==> src/rtl/eth_txmap_pkg.sv <==
package eth_txmap_pkg;

  localparam int unsigned BYTE_W = 8;
  localparam int unsigned CG_W   = 10;
  localparam int unsigned HALF_W = BYTE_W / 2;
  localparam int unsigned SEL_W  = 3;
  localparam int unsigned CNT_W  = 2;

  typedef enum logic [SEL_W-1:0] {
    TXM_GMII  = 3'd0,
    TXM_MII   = 3'd1,
    TXM_RMII  = 3'd2,
    TXM_TBI   = 3'd3,
    TXM_RGMII = 3'd4,
    TXM_RTBI  = 3'd5
  } txm_mode_e;

  typedef struct packed {
    logic [BYTE_W-1:0] d_rise;
    logic [BYTE_W-1:0] d_fall;
    logic              c_rise;
    logic              c_fall;
    logic              err;
  } pin_set_t;

  // Number of clocks one byte occupies on the pins.
  function automatic logic [CNT_W:0] beats_of(txm_mode_e m);
    case (m)
      TXM_MII:  return 3'd2;
      TXM_RMII: return 3'd4;
      default:  return 3'd1;
    endcase
  endfunction

  // Bits of a byte carried per clock.
  function automatic logic [3:0] lane_of(txm_mode_e m);
    case (m)
      TXM_MII:  return 4'd4;
      TXM_RMII: return 4'd2;
      default:  return 4'd8;
    endcase
  endfunction

  function automatic logic [BYTE_W-1:0] lane_mask(txm_mode_e m);
    case (m)
      TXM_MII:  return 8'h0F;
      TXM_RMII: return 8'h03;
      default:  return 8'hFF;
    endcase
  endfunction

  function automatic logic is_code_mode(txm_mode_e m);
    return (m == TXM_TBI) || (m == TXM_RTBI);
  endfunction

endpackage

==> src/rtl/txm_mode_latch.sv <==
module txm_mode_latch
  import eth_txmap_pkg::*;
(
  input  logic             clk,
  input  logic             rst,
  input  logic [SEL_W-1:0] mode_sel,
  input  logic             speed_10m,
  output txm_mode_e        mode_q,
  output logic             slow_q,
  output logic             byte_en,
  output logic             code_en
);

  always_ff @(posedge clk) begin
    if (rst) begin
      slow_q <= speed_10m;
      case (mode_sel)
        3'd0, 3'd1, 3'd2, 3'd3, 3'd4, 3'd5: mode_q <= txm_mode_e'(mode_sel);
        default:                            mode_q <= TXM_GMII;
      endcase
    end
  end

  always_comb begin
    code_en = is_code_mode(mode_q);
    byte_en = !code_en;
  end

  // the captured scheme does not move once reset is gone
  p_mode_hold_r1: assert property (@(posedge clk) disable iff (rst)
    1'b1 |=> ($stable(mode_q) && $stable(slow_q)));

endmodule

==> src/rtl/txm_byte_serializer.sv <==
module txm_byte_serializer
  import eth_txmap_pkg::*;
(
  input  logic              clk,
  input  logic              rst,
  input  txm_mode_e         mode,
  input  logic              slow,
  input  logic              byte_en,
  input  logic              s_valid,
  output logic              s_ready,
  input  logic [BYTE_W-1:0] s_data,
  input  logic              s_err,
  output logic              u_en,
  output logic              u_err,
  output logic [BYTE_W-1:0] u_data
);

  logic [BYTE_W-1:0] shreg;
  logic [CNT_W-1:0]  rem;
  logic [CNT_W:0]    n_beats;
  logic [3:0]        lw;
  logic [BYTE_W-1:0] mask;
  logic              take;

  always_comb begin
    n_beats = beats_of(mode);
    lw      = lane_of(mode);
    mask    = lane_mask(mode);
    s_ready = byte_en && !rst && (rem == '0);
    take    = s_valid && s_ready;
  end

  always_ff @(posedge clk) begin
    if (rst) begin
      shreg  <= '0;
      rem    <= '0;
      u_en   <= 1'b0;
      u_err  <= 1'b0;
      u_data <= '0;
    end else if (take) begin
      u_en   <= 1'b1;
      u_err  <= s_err && !slow;
      u_data <= s_data & mask;
      shreg  <= s_data >> lw;
      rem    <= CNT_W'(n_beats - 1'b1);
    end else if (rem != '0) begin
      u_data <= shreg & mask;
      shreg  <= shreg >> lw;
      rem    <= rem - 1'b1;
    end else begin
      u_en   <= 1'b0;
      u_err  <= 1'b0;
      u_data <= '0;
    end
  end

  // slow speed never lets an error through
  p_slow_no_err_r10: assert property (@(posedge clk) disable iff (rst)
    slow |-> !u_err);

  // a byte with beats left keeps enable up on the next clock
  p_beat_run_r4: assert property (@(posedge clk) disable iff (rst)
    (u_en && rem != '0) |=> u_en);

  // no error without enable at the unit stage
  p_err_in_frame_r9: assert property (@(posedge clk) disable iff (rst)
    u_err |-> u_en);

endmodule

==> src/rtl/txm_code_stage.sv <==
module txm_code_stage
  import eth_txmap_pkg::*;
(
  input  logic            clk,
  input  logic            rst,
  input  logic            code_en,
  input  logic            cg_valid,
  output logic            cg_ready,
  input  logic [CG_W-1:0] cg_data,
  output logic [CG_W-1:0] c_data
);

  always_comb cg_ready = code_en && !rst;

  always_ff @(posedge clk) begin
    if (rst) c_data <= '0;
    else if (cg_valid && cg_ready) c_data <= cg_data;
    else c_data <= '0;
  end

  // a code group that is not taken leaves nothing on the stage
  p_cg_quiet_r6: assert property (@(posedge clk) disable iff (rst)
    !code_en |=> (c_data == '0));

endmodule

==> src/rtl/txm_pin_encoder.sv <==
module txm_pin_encoder
  import eth_txmap_pkg::*;
(
  input  logic              clk,
  input  logic              rst,
  input  txm_mode_e         mode,
  input  logic              u_en,
  input  logic              u_err,
  input  logic [BYTE_W-1:0] u_data,
  input  logic [CG_W-1:0]   c_data,
  output pin_set_t          pins_q
);

  pin_set_t pins_d;

  always_comb begin
    pins_d = '0;
    case (mode)
      TXM_GMII, TXM_MII: begin
        pins_d.d_rise = u_data;
        pins_d.d_fall = u_data;
        pins_d.c_rise = u_en;
        pins_d.c_fall = u_en;
        pins_d.err    = u_err && u_en;
      end
      TXM_RMII: begin
        pins_d.d_rise = u_data;
        pins_d.d_fall = u_data;
        pins_d.c_rise = u_en;
        pins_d.c_fall = u_en;
      end
      TXM_TBI: begin
        pins_d.d_rise = c_data[BYTE_W-1:0];
        pins_d.d_fall = c_data[BYTE_W-1:0];
        pins_d.c_rise = c_data[8];
        pins_d.c_fall = c_data[8];
        pins_d.err    = c_data[9];
      end
      TXM_RGMII: begin
        pins_d.d_rise = {{HALF_W{1'b0}}, u_data[HALF_W-1:0]};
        pins_d.d_fall = {{HALF_W{1'b0}}, u_data[BYTE_W-1:HALF_W]};
        pins_d.c_rise = u_en;
        pins_d.c_fall = u_err && u_en;
      end
      TXM_RTBI: begin
        pins_d.d_rise = {{HALF_W{1'b0}}, c_data[3:0]};
        pins_d.d_fall = {{HALF_W{1'b0}}, c_data[8:5]};
        pins_d.c_rise = c_data[4];
        pins_d.c_fall = c_data[9];
      end
      default: pins_d = '0;
    endcase
  end

  always_ff @(posedge clk) begin
    if (rst) pins_q <= '0;
    else     pins_q <= pins_d;
  end

  // a reset edge leaves every pin low
  p_reset_quiet_r2: assert property (@(posedge clk)
    rst |=> (pins_q == '0));

  // no byte in flight means quiet data and error pins
  p_idle_zero_r9: assert property (@(posedge clk) disable iff (rst)
    (!u_en && !is_code_mode(mode)) |=>
      (pins_q.d_rise == '0 && pins_q.d_fall == '0 && !pins_q.err));

endmodule

==> src/rtl/eth_tx_pinmap.sv <==
module eth_tx_pinmap
  import eth_txmap_pkg::*;
(
  input  logic        clk,
  input  logic        rst,
  input  logic [2:0]  mode_sel,
  input  logic        speed_10m,
  input  logic        s_valid,
  output logic        s_ready,
  input  logic [7:0]  s_data,
  input  logic        s_err,
  input  logic        cg_valid,
  output logic        cg_ready,
  input  logic [9:0]  cg_data,
  output logic [7:0]  txd_rise,
  output logic [7:0]  txd_fall,
  output logic        txctl_rise,
  output logic        txctl_fall,
  output logic        tx_er
);

  txm_mode_e         mode_q;
  logic              slow_q;
  logic              byte_en;
  logic              code_en;
  logic              u_en;
  logic              u_err;
  logic [BYTE_W-1:0] u_data;
  logic [CG_W-1:0]   c_data;
  pin_set_t          pins_q;

  txm_mode_latch u_mode (
    .clk       (clk),
    .rst       (rst),
    .mode_sel  (mode_sel),
    .speed_10m (speed_10m),
    .mode_q    (mode_q),
    .slow_q    (slow_q),
    .byte_en   (byte_en),
    .code_en   (code_en)
  );

  txm_byte_serializer u_ser (
    .clk     (clk),
    .rst     (rst),
    .mode    (mode_q),
    .slow    (slow_q),
    .byte_en (byte_en),
    .s_valid (s_valid),
    .s_ready (s_ready),
    .s_data  (s_data),
    .s_err   (s_err),
    .u_en    (u_en),
    .u_err   (u_err),
    .u_data  (u_data)
  );

  txm_code_stage u_code (
    .clk      (clk),
    .rst      (rst),
    .code_en  (code_en),
    .cg_valid (cg_valid),
    .cg_ready (cg_ready),
    .cg_data  (cg_data),
    .c_data   (c_data)
  );

  txm_pin_encoder u_enc (
    .clk    (clk),
    .rst    (rst),
    .mode   (mode_q),
    .u_en   (u_en),
    .u_err  (u_err),
    .u_data (u_data),
    .c_data (c_data),
    .pins_q (pins_q)
  );

  always_comb begin
    txd_rise   = pins_q.d_rise;
    txd_fall   = pins_q.d_fall;
    txctl_rise = pins_q.c_rise;
    txctl_fall = pins_q.c_fall;
    tx_er      = pins_q.err;
  end

  // error pin stays low in the schemes that do not use it
  p_er_unused_r7: assert property (@(posedge clk) disable iff (rst)
    (mode_q == TXM_RMII || mode_q == TXM_RGMII || mode_q == TXM_RTBI) |-> !tx_er);

  // error pin only rises inside an enabled clock
  p_er_with_en_r9: assert property (@(posedge clk) disable iff (rst)
    (tx_er && (mode_q == TXM_GMII || mode_q == TXM_MII)) |-> txctl_rise);

  // no handshake is offered while reset is held
  p_ready_in_reset_r2: assert property (@(posedge clk)
    rst |-> (!s_ready && !cg_ready));

endmodule

==> config.mk <==
export PLATFORM = sky130hd
export DESIGN_NAME = eth_tx_pinmap
export DESIGN_NICKNAME = d
export VERILOG_FILES = /design/src/rtl/eth_txmap_pkg.sv /design/src/rtl/txm_mode_latch.sv /design/src/rtl/txm_byte_serializer.sv /design/src/rtl/txm_code_stage.sv /design/src/rtl/txm_pin_encoder.sv /design/src/rtl/eth_tx_pinmap.sv
export SDC_FILE = /design/constraint.sdc
export NUM_CORES = 1
export LEC_CHECK = 0
export ABC_AREA = 1
export BUFFER_PORTS_ARGS = -buffer_cell sky130_fd_sc_hd__buf_4
export CELL_PAD_IN_SITES_DETAIL_PLACEMENT = 1
export CELL_PAD_IN_SITES_GLOBAL_PLACEMENT = 1
export CORE_MARGIN = 2
export CORE_UTILIZATION = 33
export CTS_BUF_LIST = sky130_fd_sc_hd__clkbuf_4
export CTS_CLUSTER_DIAMETER = 80
export DETAILED_ROUTE_END_ITERATION = 8
export MAX_ROUTING_LAYER = met4
export PLACE_DENSITY = 0.7
export SYNTH_ARGS = -nofsm -noshare
export SYNTH_HDL_FRONTEND = slang
export SYNTH_SLANG_ARGS = --single-unit
==> constraint.sdc <==
create_clock -name clk -period 1.7 [get_ports clk]
set_input_delay 0.34 -clock clk [delete_from_list [all_inputs] [get_ports clk]]
set_output_delay 0.34 -clock clk [all_outputs]
set_load 0.03 [all_outputs]
## Word-level counts from Yosys, hierarchy flattened

Cells that the tools add are included.
W data, S select, Z words.

| operators by class | value |
|---|---|
| add/subtract/negate cells | 2 |
| shifts and indexed selects | 2 |
| reduce and logical (&&, ||, !) cells | 20 |
| multiplexer cells | 14 |
| bitwise operators | 3 |
| eq/ne operators | 11 |

Operators by type and width:

| operator | number |
|---|---|
| $pmux W18 S4 | 1 |
| $mux W8 | 4 |
| $and A8 B8 Y8 | 2 |
| $pmux W8 S2 | 1 |
| $shr A8 B4 Y8 | 2 |
| $eq A3 B2 Y1 const B | 4 |
| $eq A3 B3 Y1 const B | 4 |
| $pmux W4 S2 | 1 |
| $logic_and A1 B1 Y1 | 7 |
| $eq A3 B1 Y1 const B | 2 |
| $logic_not A3 Y1 | 2 |
| $reduce_or A6 Y1 | 1 |
| $mux W2 | 2 |
| $pmux W2 S2 | 1 |
| $reduce_bool A2 Y1 | 2 |
| $reduce_or A2 Y1 | 2 |
| $sub A2 B1 Y2 const B | 2 |
| $logic_not A1 Y1 | 3 |
| $mux W1 | 3 |
| $reduce_or A3 Y1 | 1 |
| $logic_not A2 Y1 | 1 |
| $ne A2 B1 Y1 const B | 1 |
| $pmux W1 S2 | 1 |
| $logic_or A1 B1 Y1 | 1 |
| $not A1 Y1 | 1 |

| word-level totals | value |
|---|---|
| output and inout bits | 21 |
| register bits | 53 |

## Depth between registers and ports, before layout

Gate-level depths: netlist of run 1.

| logic depth | value |
|---|---|
| depth after elaboration | 7 |
| gate-level depth with buffers | 11 |
| mapped depth without buffers | 10 |

## By module

A second synthesis of run 1 with hierarchy kept.

| unflattened totals | value |
|---|---|
| cell total of the unflattened synthesis | 291 |
| area total of the unflattened synthesis | 2214.6 um^2 |

By module, submodules not included:

| module | cells each | area each (um^2) | times used |
|---|---|---|---|
| txm_byte_serializer | 124 | 929.6 | 1 |
| txm_pin_encoder | 116 | 804.5 | 1 |
| txm_code_stage | 34 | 304.0 | 1 |
| txm_mode_latch | 17 | 176.4 | 1 |

## Worst setup path after synthesis of run 1

No wires, ideal clock.

| timing | value |
|---|---|
| path kind | register -> register |
| from | reg u_mode.mode_q[1] |
| to | reg u_code.c_data[0] |
| stages on the path, launching flop included | 6 |
| clock period less this slack | 1.752 ns |
| setup time | 0.072 ns |
| slack | -0.052 ns |
| buffers on the path | 0 |
| data arrival time | 1.680 ns |
| cell sequence | edfxtp_1 > inv_2 > nand3_1 > a21oi_1 > nand2_1 > nor2_1 |

| on the way | value |
|---|---|
| longest elaborated chain between the ends | 6 |
| elaborated cells between the ends (all ways) | 7 |

RTL lines:

| element | RTL line | source |
|---|---|---|
| start: declaration | txm_mode_latch.sv:8 | `output txm_mode_e mode_q,` |
| start signal: assignment | txm_mode_latch.sv:18 | `3'd0, 3'd1, 3'd2, 3'd3, 3'd4, 3'd5: mode_q <= txm_mode_e'(mode_sel);` |
| $eq A3 B2 Y1 or $eq A3 B3 Y1 (tied branches) | eth_txmap_pkg.sv:53 | `return (m == TXM_TBI) \|\| (m == TXM_RTBI);` |
| $logic_or A1 B1 Y1 (*) | eth_txmap_pkg.sv:53 |  |
| $logic_and A1 B1 Y1 (*) | txm_code_stage.sv:13 | `always_comb cg_ready = code_en && !rst;` |
| net cg_ready | eth_tx_pinmap.sv:13 | `output logic cg_ready,` |
| $logic_and A1 B1 Y1 (*) | txm_code_stage.sv:17 | `else if (cg_valid && cg_ready) c_data <= cg_data;` |
| $not A1 Y1 (no line) (*) | -- |  |
| $reduce_or A2 Y1 (no line) (*) | -- |  |
| end signal: assignment | txm_code_stage.sv:17 |  |
| end: declaration | txm_code_stage.sv:10 | `output logic [CG_W-1:0] c_data` |

The timed path passes the listed nets; every way through them passes the cells marked *.
A chain may end at the register's enable or synchronous reset.

## Worst setup path in the final report of run 1

| timing | value |
|---|---|
| from | reg u_mode.mode_q[1] |
| to | out cg_ready |

| on the way | value |
|---|---|
| longest elaborated chain between the ends | 3 |
| elaborated cells between the ends (all ways) | 4 |

RTL lines:

| element | RTL line |
|---|---|
| $eq A3 B2 Y1 or $eq A3 B3 Y1 (tied branches) | eth_txmap_pkg.sv:53 |
| $logic_or A1 B1 Y1 (*) | eth_txmap_pkg.sv:53 |
| $logic_and A1 B1 Y1 (*) | txm_code_stage.sv:13 |
| end: declaration | eth_tx_pinmap.sv:13 |

Every way passes the cells marked *; elsewhere a longest branch is shown, timed or not.

==> results.yml, run 1 <==
status:
  result_of_the_run: "finished with violations"
  failing_checks: "setup timing"
die:
  floorplan.initialDensity_pct: 34.0
  die_height_um: 81.9
  row_count: 28
  placeableCoreArea_sq_um: 5890
  design.die.area_sq_um: 6710
  chipWidth_um: 81.9
  io_pins: 48
timing:
  worst_slack_ps: -74.4
  maxClockFrequency_mhz: 564
  max_slew_margin_pct: 78.4
  hold_viol: 0
  setup_tns_ps: -127
  finalSetupViolCount: 2
  finClkSkew_ps: 11.6
  unrepaired_setup_endpoints_after_global_routing: "true"
  timing_worst_slew_pin_value_ps: 323
  final_period_minus_worst_setup_slack_ps: 1770
  timing_max_transition_violations_final: 0
  final.period_utilization_pct: 104
worst_setup_path:
  cp_max_fanout: 4
  timing.critical_path.max_delay_family: "flip-flops"
  worst_path_max_delay_cell: "edfxtp_1"
  cp_data_required_time_ps: 1360
  worst_setup_path_end_kind: "output port"
  cp.arrival_ps: 1430
  worst_setup_path_start_kind: "flop"
  path_class: "reg2out"
  worst_r2r_setup_slack_ps: 40
  largest_stage_delay_on_the_critical_path_ps: 510
  crit_chain: "inv_2, nand3_4, a21oi_4, buf_6"
  critPathBufInv: 2
drt:
  1st_iter_drt_viols: 61
  antenna_violating_nets_post_route: 0
  drt-total-wl_um: 5510
  route.detailed.drc: 0
  detail_routed_via_count_per_cell: 4.73
  wl_per_cell_um: 13.4
  drtPass1Iterations: 4
  route.vias.total: 1945
pwr:
  power.leakage_nw: 1.21
  p_per_area_nw_per_um2: 963
  peakVddDrop_v: 0.000362
  fin_total_pwr_mw: 2.66
place:
  io_buffers: 47
  dp.final_hpwl_um: 4130
  placedInstanceArea_sq_um: 2510
  finalWeightedCongestion: 0.860
  dp_slack_ps: 8.81
layout:
  final_cell_area_sq_um: 2760
  final_layout_size_suffix_gt1_share_pct: 31.0
  area_growth_pct: 38.0
  filler_cell_count: 750
  layout.nets: 362
  antenna_cells_inserted: 0
clock_tree:
  cts_num_sinks: 49
  clk_pin_slew_worst_paths_ps: 140
  cts_inserted_buffers: 5
  tritoncts: "built"
  cts.root.buffer_cell: "clkbuf_4"
  clock_tree.buffer_depth: 2
  clk_latency_ps: 360
  cts.htree.levels: 2
grt:
  grt_antenna_before_repair: 0
  grt_pass1_vias: 2001
  grt_pass1_wl_um: 9130
  grt_start_max_net_pins: 15
  global_route.usage.total_pct: 18.2
  global_route.overflow_total: 0
logic_synthesis:
  synthSimpleGateAreaFrac_pct: 25.2
  muxShareOfSynthArea_pct: 0
  yosysWarnings: 0
  number_of_nets_produced_by_synthesis: 292
  synth.yosys.seq_area_share_pct: 51.0
  syn-cell-area_sq_um: 2000
  synth-adder-area-share_pct: 0
  synth.ff_latch_count: 49
  avgSynthCellArea_sq_um: 7.56
  synth-xor-area-share_pct: 0.437
  cell_count_after_synthesis: 265
  synth_compound_area_share_pct: 12.0
  synth.distinct_cells: 22
  synth_top_family_by_area: "simple AND/OR/NAND/NOR gates"
hold_path:
  holdCritPathClass: "in2reg"
flow_run:
  drv.max_cap_violation_count: 0
where the power goes:
group | internal [mW] | switching [mW]
clock network | 0.323 | 0.362
logic | 0.288 | 0.430
registers | 1.22 | 0.0363
total | 1.83 | 0.828
Yosys cell counts:
cell type | n | area, sq um
nand2_1 | 46 | 173
nor2_1 | 46 | 173
dfxtp_1 | 45 | 901
inv_1 | 43 | 161
o22ai_1 | 21 | 131
nand3_1 | 17 | 85.1
a21oi_1 | 14 | 70.1
buf_4 | 5 | 37.5
inv_2 | 5 | 18.8
edfxtp_1 | 4 | 120
clkbuf_1 | 3 | 11.3
o21ai_1 | 3 | 15.0
nor2_2 | 2 | 12.5
nor3_1 | 2 | 10.0
nor3_2 | 2 | 20.0
a21boi_0 | 1 | 7.51
nand2_4 | 1 | 11.3
nand3b_1 | 1 | 7.51
nand4_2 | 1 | 12.5
o21a_1 | 1 | 7.51
o21ai_2 | 1 | 8.76
xnor2_1 | 1 | 8.76
final cells by class:
type	instances	area (sq um)	share of cell area, %
sequential	49	1020	36.9
multi-input combinational	160	842	30.5
timing repair buffer	71	548	19.8
inverter	48	180	6.52
tap	75	93.8	3.40
clock buffer	6	45.0	1.63
clock inverter	2	33.8	1.22
path summary, 6_finish.rpt:
check / from / to / cells after the start
hold reg to reg: u_ser.shreg[6]$_SDFFE_PP0P_ / u_ser.shreg[6]$_SDFFE_PP0P_ / 2
setup reg to reg: u_mode.mode_q[2]$_SDFFCE_PN0P_ / u_ser.shreg[1]$_SDFFE_PP0P_ / 8
setup / recovery: u_mode.mode_q[1]$_SDFFCE_PN0P_ / cg_ready / 4
hold / removal: speed_10m / u_mode.slow_q$_DFFE_PP_ / 1
layout by cell type (no fill, tap or decap), types with 2 or more instances in the layout:
cell / n
buf_4: 67
nor2_1: 45
dfxtp_1: 45
nand2_1: 43
inv_1: 43
o22ai_1: 21
nand3_1: 14
a21oi_1: 9
clkbuf_4: 6
inv_2: 5
a21oi_2: 4
buf_6: 4
edfxtp_1: 4
nand2_2: 3
nor3_2: 3
nand3_4: 2
nor2_2: 2
o21ai_1: 2
o21ai_2: 2
routing by layer:
layer	GRT usage (%)	share of wire [%]	vias to the layer above
li1	-	-	976
met1	21.3	43	914
met2	31.5	51	51
met3	3.30	4.7	4
met4	5.83	1.0	0
met5	-	0	-
registers in the layout (all words and copies together), names as in the netlist:
register	flops
u_mode.slow_q	1
u_ser.u_err	1
u_ser.shreg	8
u_ser.rem	2
u_enc.pins_q	15
u_ser.u_en	1
u_code.c_data	10
u_mode.mode_q	3
u_ser.u_data	8
through the flow:
step           utilization, %  hold WS [ps]  cells
2_1_floorplan               -           409    265
3_3_place_gp             42.6           453    393
3_5_place_dp             42.6           461    393
4_1_cts                  45.7           131    407
5_1_grt                  47.0           119    411
6_report                 47.0           147    411
what timing repair did:
| item | 4_1_cts | 5_1_grt |
|---|---|---|
| hold buffers | 0 | 0 |
| endpoints found under the setup margin | 4 | 19 |
| pin swaps | 3 | 2 |
| cloned | 0 | 0 |
| resized for setup | 12 | 10 |
| buffers inserted | 6 | 4 |
logic make-up (layout without fill, tap and decap cells):
family                 after synthesis  count (layout)
flip-flops                          49              49
AND/OR/NAND/NOR                    118             118
XOR/XNOR                             1               1
buffers and inverters               56             127
AO/OA/AOI/OAI                       41              41
No activity file was read; power rests on OpenSTA's default activity.
==> run 2, diff against run 1 <==
--- a/config.mk
+++ b/config.mk
@@ -9,11 +9,13 @@
 export BUFFER_PORTS_ARGS = -buffer_cell sky130_fd_sc_hd__buf_4
 export CELL_PAD_IN_SITES_DETAIL_PLACEMENT = 1
 export CELL_PAD_IN_SITES_GLOBAL_PLACEMENT = 1
+export CORE_ASPECT_RATIO = 1.4
 export CORE_MARGIN = 2
 export CORE_UTILIZATION = 33
 export CTS_BUF_LIST = sky130_fd_sc_hd__clkbuf_4
 export CTS_CLUSTER_DIAMETER = 80
 export DETAILED_ROUTE_END_ITERATION = 8
+export GPL_TIMING_DRIVEN = 0
 export MAX_ROUTING_LAYER = met4
 export PLACE_DENSITY = 0.7
 export SYNTH_ARGS = -nofsm -noshare
==> run 2 against run 1 <==
The flow still finishes with violations (setup timing). Combinational power up 6.0%. Die area up 0.13%. Via count up 2.3%. Highest routed layer unchanged. Sequential cell count unchanged. Global-route usage down 0.52 points. Cell area up 3.0%. Sequential share of layout area down 1.1 points. Critical path type unchanged.
==> results.yml, run 2 (same netlist as run 1, synthesis figures left out) <==
pwr:
  p_per_area_nw_per_um2: 895
  fin_total_pwr_mw: 2.55
  peakVddDrop_v: 0.000466
  power.leakage_nw: 1.26
grt:
  grt.met1_usage_pct: 16.6
  grt_pass1_vias: 1903
  grt_pass1_wl_um: 8880
  grt_antenna_before_repair: 0
  top_usage_layer: "met2"
  grtUsageMet3_pct: 2.62
  global_route.overflow_total: 0
  global_route.usage.total_pct: 17.7
  gr_met2_demand_resource_pct: 35.6
  grt_start_max_net_pins: 16
worst_setup_path:
  worst_setup_path_end_kind: "output port"
  cp.arrival_ps: 1480
  largest_stage_delay_on_the_critical_path_ps: 450
  cp_max_fanout: 4
  path_class: "reg2out"
  crit_chain: "buf_4, nand3_4, nand2_4, nor2_4, buf_6"
  worst_setup_path_start_kind: "flop"
  cp_data_required_time_ps: 1360
  worst_path_max_delay_cell: "edfxtp_1"
timing:
  unrepaired_setup_endpoints_after_global_routing: "true"
  hold_viol: 0
  timing_worst_slew_pin_value_ps: 382
  finClkSkew_ps: 11.3
  whs_ps: 143
  worst_slack_ps: -117
  final.period_utilization_pct: 107
  timing_max_transition_violations_final: 0
  maxClockFrequency_mhz: 550
  max_slew_margin_pct: 74.3
  final_period_minus_worst_setup_slack_ps: 1820
  finalSetupViolCount: 3
layout:
  layout.nets: 371
  area_growth_pct: 42.2
  largest_reg_flops: 15
  area_of_the_multi_input_gates_sq_um: 880
  regArea_sq_um: 1020
  reg_top3: "u_enc.pins_q x15, u_code.c_data x10"
  final_cell_area_sq_um: 2850
  final_layout_size_suffix_gt1_share_pct: 32.8
  final_cell_mix: "buf_4 (73), dfxtp_1 (45), nor2_1 (44), inv_1 (43), nand2_1 (41)"
  max_flop_register: "u_enc.pins_q"
  utilization_pct: 48.6
  antenna_cells_inserted: 0
  final_common_cell: "buf_4"
  filler_cell_count: 743
drt:
  route.vias.total: 1990
  drt-total-wl_um: 5690
  wl_per_cell_um: 13.7
  route.detailed.drc: 0
  drtPass1Iterations: 4
  1st_iter_drt_viols: 76
  detail_routed_via_count_per_cell: 4.80
  antenna_violating_nets_post_route: 0
die:
  io_pins: 48
  die_height_um: 96.2
  floorplan.initialDensity_pct: 34.2
  row_count: 33
  chipWidth_um: 69.8
  design.die.area_sq_um: 6720
  placeableCoreArea_sq_um: 5860
clock_tree:
  clk_latency_ps: 370
  clock_tree.buffer_depth: 2
  cts.root.buffer_cell: "clkbuf_4"
  cts_inserted_buffers: 5
  clk_pin_slew_worst_paths_ps: 140
  cts_num_sinks: 49
  cts.htree.levels: 2
  ctsHoldBuffers: 0
  tritoncts: "built"
place:
  placedInstanceArea_sq_um: 2450
  finalWeightedCongestion: 0.867
  dp.final_hpwl_um: 4110
  io_buffers: 47
status:
  failing_checks: "setup timing"
  result_of_the_run: "finished with violations"
flow_run:
  drv.max_cap_violation_count: 0
hold_path:
  holdCritPathClass: "in2reg"
==> run 2: changes by cell type in the layout (fill, tap and decap cells not counted), sizes merged <==
| cell | previous run | this run |
|---|---|---|
| buf | 71 | 79 |
| bufinv | 1 | 0 |
| clkinv | 1 | 3 |
==> run 2: what timing repair did <==
action / 4_1_cts / 5_1_grt
gates resized for setup: 16 / 19
pin swaps: 4 / 13
setup endpoints to repair: 12 / 21
setup buffers: 9 / 21
==> run 2: area by class of cell <==
class	count	area share (%)
tap	70	3.08
timing repair buffer	74	20.2
buffer	6	1.76
inverter	48	6.33
clock buffer	5	1.32
sequential	49	35.9
multi-input combinational	160	30.9
clock inverter	3	0.615
==> run 2: per-stage QoR <==
| stage | std cells | setup TNS, ps | setup WS, ps |
|---|---|---|---|
| floorplan | 265 | 0 | 55.5 |
| global placement | 382 | -827 | -147 |
| detailed placement | 382 | -843 | -155 |
| CTS | 399 | -394 | -113 |
| global route | 415 | -736 | -188 |
| finish | 415 | -245 | -117 |
==> run 2: final timing paths <==
| kind | start | slack (ps) | endpoint | cells after the start |
|---|---|---|---|---|
| min | speed_10m | 140 | u_mode.slow_q$_DFFE_PP_ | 1 |
| min reg2reg | u_ser.shreg[7]$_SDFFE_PP0P_ | 470 | u_ser.u_data[7]$_SDFF_PP0_ | 2 |
| max | u_mode.mode_q[0]$_SDFFCE_PN0P_ | -120 | s_ready | 5 |
| max reg2reg | u_mode.mode_q[0]$_SDFFCE_PN0P_ | -20 | u_ser.rem[1]$_SDFFE_PP0P_ | 10 |
==> run 2: layer usage <==
metal | routed length (um) | share of wire [%] | vias up
li1 | - | - | 995
met1 | 2050 | 36 | 940
met2 | 3320 | 58 | 43
met3 | 177 | 3.1 | 12
met4 | 149 | 2.6 | 0
met5 | 0 | 0 | -
==> run 2: report_power, final <==
| part | internal [mW] | switching [mW] | leakage, nW |
|---|---|---|---|
| Clock | 0.157 | 0.373 | 0.0326 |
| Combinational | 0.308 | 0.452 | 0.821 |
| Sequential | 1.22 | 0.0364 | 0.403 |
==> run 2: worst max-delay path: cells and delay by family (launching register included) <==
kind                   cells  cell delay (ps)
DFF                        1              450
and+or+nand+nor            3              330
buffers and inverters      2              310
